### config.mk
export PLATFORM = sky130hd
export DESIGN_NAME = ir_frame_validator
export DESIGN_NICKNAME = d
export VERILOG_FILES = /design/src/rtl/irfv_pkg.sv /design/src/rtl/ir_byte_unpack.sv /design/src/rtl/ir_frame_check.sv /design/src/rtl/ir_reject_counter.sv /design/src/rtl/ir_frame_validator.sv
export SDC_FILE = /design/constraint.sdc
export NUM_CORES = 1
export LEC_CHECK = 0
export BUFFER_PORTS_ARGS = -buffer_cell sky130_fd_sc_hd__clkbuf_2
export CAP_MARGIN = 20
export CORE_AREA = 2 2 60 62
export DETAILED_ROUTE_END_ITERATION = 10
export DIE_AREA = 0 0 62 64
export PLACE_DENSITY = 0.73
export SYNTH_ARGS = -nofsm -noshare
export SYNTH_HDL_FRONTEND = slang
export SYNTH_SLANG_ARGS = --single-unit
export TNS_END_PERCENT = 50
### constraint.sdc
create_clock -name clk -period 1.5 [get_ports clk]
set_clock_uncertainty 0.2 [all_clocks]
set_input_delay 0 -clock clk [delete_from_list [all_inputs] [get_ports clk]]
set_output_delay 0 -clock clk [all_outputs]
set_load 0.01 [all_outputs]
### src/rtl/irfv_pkg.sv
package irfv_pkg;
    typedef enum logic [1:0] {
        ST_IDLE   = 2'd0,
        ST_ACCEPT = 2'd1,
        ST_REJECT = 2'd2
    } fv_state_t;
endpackage

### src/rtl/ir_byte_unpack.sv
// Reverses bit order inside each byte of a word.
module ir_byte_unpack #(
    parameter int BYTE_W = 8,
    parameter int NBYTES = 4
) (
    input  logic [NBYTES*BYTE_W-1:0] word_in,
    output logic [NBYTES*BYTE_W-1:0] word_out
);
    for (genvar b = 0; b < NBYTES; b++) begin : g_byte
        for (genvar i = 0; i < BYTE_W; i++) begin : g_bit
            assign word_out[b*BYTE_W + i] = word_in[b*BYTE_W + BYTE_W - 1 - i];
        end
    end
endmodule

### src/rtl/ir_frame_check.sv
// Both complement pairs must hold for a frame to be good.
module ir_frame_check #(
    parameter int BYTE_W = 8
) (
    input  logic [4*BYTE_W-1:0] word_in,
    output logic                pass
);
    logic [BYTE_W-1:0] a_byte, a_inv, c_byte, c_inv;

    assign a_byte = word_in[4*BYTE_W-1 -: BYTE_W];
    assign a_inv  = word_in[3*BYTE_W-1 -: BYTE_W];
    assign c_byte = word_in[2*BYTE_W-1 -: BYTE_W];
    assign c_inv  = word_in[BYTE_W-1 -: BYTE_W];
    assign pass   = (a_inv == ~a_byte) && (c_inv == ~c_byte);
endmodule

### src/rtl/ir_reject_counter.sv
// Saturating event counter.
module ir_reject_counter #(
    parameter int CNT_W = 8
) (
    input  logic             clk,
    input  logic             rst_n,
    input  logic             bump,
    output logic [CNT_W-1:0] count
);
    localparam logic [CNT_W-1:0] TOP = {CNT_W{1'b1}};

    always_ff @(posedge clk) begin
        if (!rst_n)
            count <= '0;
        else if (bump && count != TOP)
            count <= count + 1'b1;
    end
endmodule

### src/rtl/ir_frame_validator.sv
module ir_frame_validator
    import irfv_pkg::*;
#(
    parameter int BYTE_W = 8,
    parameter int CNT_W  = 8
) (
    input  logic                clk,
    input  logic                rst_n,
    input  logic                frame_done,
    input  logic [4*BYTE_W-1:0] raw_word,
    output logic [BYTE_W-1:0]   cmd_q,
    output logic [BYTE_W-1:0]   addr_q,
    output logic                valid_p,
    output logic                error_p,
    output logic [CNT_W-1:0]    reject_cnt
);
    localparam int WORD_W = 4 * BYTE_W;

    fv_state_t         state_q, state_d;
    logic [WORD_W-1:0] flipped;
    logic              frame_ok;
    logic              take_frame;
    logic              drop_frame;

    ir_byte_unpack #(.BYTE_W(BYTE_W), .NBYTES(4)) u_unpack (
        .word_in  (raw_word),
        .word_out (flipped)
    );

    ir_frame_check #(.BYTE_W(BYTE_W)) u_check (
        .word_in (raw_word),
        .pass    (frame_ok)
    );

    assign take_frame = frame_done && frame_ok;
    assign drop_frame = frame_done && !frame_ok;

    ir_reject_counter #(.CNT_W(CNT_W)) u_rejects (
        .clk   (clk),
        .rst_n (rst_n),
        .bump  (drop_frame),
        .count (reject_cnt)
    );

    // Next-state selection: every state reacts to a new strobe.
    always_comb begin
        state_d = ST_IDLE;
        unique case (state_q)
            ST_IDLE, ST_ACCEPT, ST_REJECT: begin
                if (take_frame)
                    state_d = ST_ACCEPT;
                else if (drop_frame)
                    state_d = ST_REJECT;
                else
                    state_d = ST_IDLE;
            end
            default: state_d = ST_IDLE;
        endcase
    end

    // State register.
    always_ff @(posedge clk) begin
        if (!rst_n)
            state_q <= ST_IDLE;
        else
            state_q <= state_d;
    end

    // Holding registers: load only on a good frame.
    always_ff @(posedge clk) begin
        if (!rst_n) begin
            cmd_q  <= '0;
            addr_q <= '0;
        end else if (take_frame) begin
            addr_q <= flipped[WORD_W-1 -: BYTE_W];
            cmd_q  <= flipped[2*BYTE_W-1 -: BYTE_W];
        end
    end

    // Status pulses decoded from the state.
    always_comb begin
        valid_p = 1'b0;
        error_p = 1'b0;
        unique case (state_q)
            ST_ACCEPT: valid_p = 1'b1;
            ST_REJECT: error_p = 1'b1;
            default: ;
        endcase
    end
endmodule

==> metrics.txt <==
status finished, violations left; failing checks negative setup slack; worst slack, placed -103.9 ps; P_int around 1.1 mW; Stages on worst setup path 4; max_slew headroom between 50% and 60%; first-iteration detailed-routing DRC count 81; Net Sw Power just under 400 uW; GRT Resource Usage Total between 20% and 30%; die footprint 3968 um^2; CP Launch Type register; CTS tree yes; initial antenna violation count 0; chip height 64 um; combinational share of power between 10% and 20%; # IOs 61; worst hold path cell count 5; Max Cap Viol 0; Yosys reg bits 26; Row Count 21; f_max 0.6074 GHz; final wirelength roughly 5600 um; Mapped Cells 150; clock latency at the later pin of the worst-skew pair roughly 360 ps; Pins Over Slew Limit 0; power share of the sequential group a little under half; Yosys warning total 0; vias in the first global route about 1,700; mapped cell area between 1000 and 1500 um^2; leakage power total about 1.1 nW; Setup TNS -540.3 ps; post-synthesis sequential area ratio 38.88%; Final Util between 70% and 80%; Tcrit/Tclk final 109.8%; final worst path period need between 1500 and 2000 ps; antenna-violating nets left 0; final net count 320; met3 Use GR approximately 6%; crit path capture type register; CP bufs+invs 2; Post-synth EDFFs 0; Hold Slack 43.41 ps; routed length per placed instance ~17 um; most used routing layer met2; Final GP Congestion 0.8739; Worst-path clk slew roughly 150 ps; Synth cell types 27; Clock Power Share between 30% and 40%; final hold violations 0; unrepaired setup endpoints after global routing yes; syn_area_per_cell approximately 8.9 um^2; power per cell area about 600 nW/um^2; Sink Count 26; via count around 1,700; Port Buffer Count 60; Core Box Area between 3000 and 4000 um^2; crit-path cells buf_4, nand2_1, dlygate4sd3_1, mux2i_1; first-pass GRT wire length 7852 um; Register-to-Register Path Depth 4; DRT Pass-1 Iters 4; delay-heaviest family, CP buffers and inverters; M2 GR Usage a little under half; # fillers 190; WS Path Type reg2reg; Starting Density between 40% and 50%; layout cell share with drive strength beyond 1 between 30% and 40%; gr ovfl total 0; final-report setup violation count 8; Slew @ Worst Pin 667.6 ps; CTS Buf Count 3; largest net degree at the start of global routing 34; Critical Path Fanout Max 5; Post-synth ARST share 0%; placed cell count between 200 and 300; PnR worst setup slack -146.5 ps; CTS Root Cell clkbuf_4; slowest stage delay, CP 550 ps; Slowest cell on crit path dlygate4sd3_1; Post-route DRC 0; Antenna diodes 0; met1 Use GR around 29%; Worst EP arrival about 1700 ps; top_reg_cell synth dfxtp_1; H-tree levels 1; worst hold path class in2reg; Peak supply drop between 300 and 400 uV; dpl hpwl around 2400 um; Area Overhead vs Synth 87.10%; Die W 62 um; Sw Ratio roughly 26%; Clock Path Buffers 2; DR vias/cell about 5.2; Layout Cells excl Fill about 330; Critical Path RT roughly 1600 ps; Mapped Nets roughly 190
-- worst min-delay path, delay by kind of cell --
family,cells,cell delay (ps)
simple gates,1,70
buf+inv,3,440
mux,1,60
-- worst paths after layout --
path / to / slack, ps / startpoint
max: u_rejects.count[4] / -150 / u_rejects.count[4]
min: u_rejects.count[5] / 40 / rst_n
max reg2reg: u_rejects.count[4] / -150 / u_rejects.count[4]
min reg2reg: addr_q[1] / 280 / addr_q[1]
-- through the flow --
stage               power [mW]  area [um^2]
floorplan               0.7996         1339
global placement        0.9124         1854
detailed placement      0.9167         1854
CTS                      1.480         2424
global route             1.587         2505
finish                   1.532         2505
-- power by group through the flow --
stage               Clock (mW)  Sequential [mW]  Combinational (mW)
floorplan                    0            0.721              0.0784
global placement             0            0.717               0.196
detailed placement           0            0.717               0.200
CTS                      0.501            0.702               0.276
global route             0.555            0.705               0.327
finish                   0.525            0.704               0.304
-- synth_stat cells (2+ instances only) --
cell | instances | area share [%]
nand3_1 | 3 | 1.1
mux2i_1 | 22 | 16
nand2b_1 | 6 | 2.8
nor4b_1 | 2 | 1.3
nor2_1 | 3 | 0.84
nand4_1 | 5 | 2.3
nor2b_1 | 2 | 0.93
xor2_1 | 16 | 10
dfxtp_1 | 26 | 39
clkbuf_1 | 4 | 1.1
nand2_1 | 45 | 13
-- kinds of logic (layout without fill, tap and decap cells) --
family | count (synthesis) | after routing | share of synthesized area, %
compound gates | 4 | 4 | 2.523
xor+xnor | 16 | 16 | 10.47
fa+ha+maj | 1 | 1 | 0.9344
buf+inv | 7 | 140 | 3.738
flops | 26 | 26 | 38.88
mux | 22 | 22 | 16.45
simple gates | 74 | 74 | 27.01
-- metal layers --
layer	vias up	wire, um
met3	39	292
met2	84	2941
met5	-	0
li1	771	-
met1	819	1994
met4	0	378
-- cell type report --
class | instances | area (um^2) | share of cell area (%)
Clock buffer | 3 | 22.52 | 0.8991
Clock inverter | 1 | 30.03 | 1.199
Timing Repair Buffer | 136 | 1017 | 40.61
Multi-Input combinational cell | 117 | 850.8 | 33.97
Sequential cell | 26 | 526.8 | 21.03
Tap cell | 46 | 57.56 | 2.298
-- cells in the final DEF, fill, tap and decap left out --
cell type,count
nor4_2,1
mux2i_1,20
ha_2,1
mux2i_2,1
nor2_2,2
bufinv_16,1
nor3b_2,1
and2_4,1
nand2_1,44
nor3_2,1
dfxtp_1,21
clkbuf_2,60
nor4b_2,1
nand4b_1,1
mux2i_4,1
and3_1,1
buf_12,1
buf_6,1
nand3_1,2
dlygate4sd3_1,46
nand2_2,1
dlymetal6s4s_1,3
nor2b_1,2
nor4b_4,1
dfxtp_2,5
nor2_1,1
o21ai_4,1
o221a_2,1
nand2b_1,6
nor4_4,1
clkbuf_4,3
xor2_1,16
o211a_1,1
o21bai_1,1
or3_1,1
buf_4,25
nand4_1,5
nand3_2,1
-- what timing repair did --
| action | CTS | global route |
|---|---|---|
| endpoints found under the setup margin | 4 | 13 |
| hold buffers | 50 | 0 |
| buffers inserted | 0 | 1 |
| hold endpoints to repair | 26 | 0 |
| pin swaps | 0 | 3 |
| resized for setup | 3 | 23 |
-- registers in the layout, summed over array words and instances, names as in the netlist --
register	flops
addr_q	8
cmd_q	8
state_q	2
u_rejects.count	8
(Power assumes the default switching activity.)
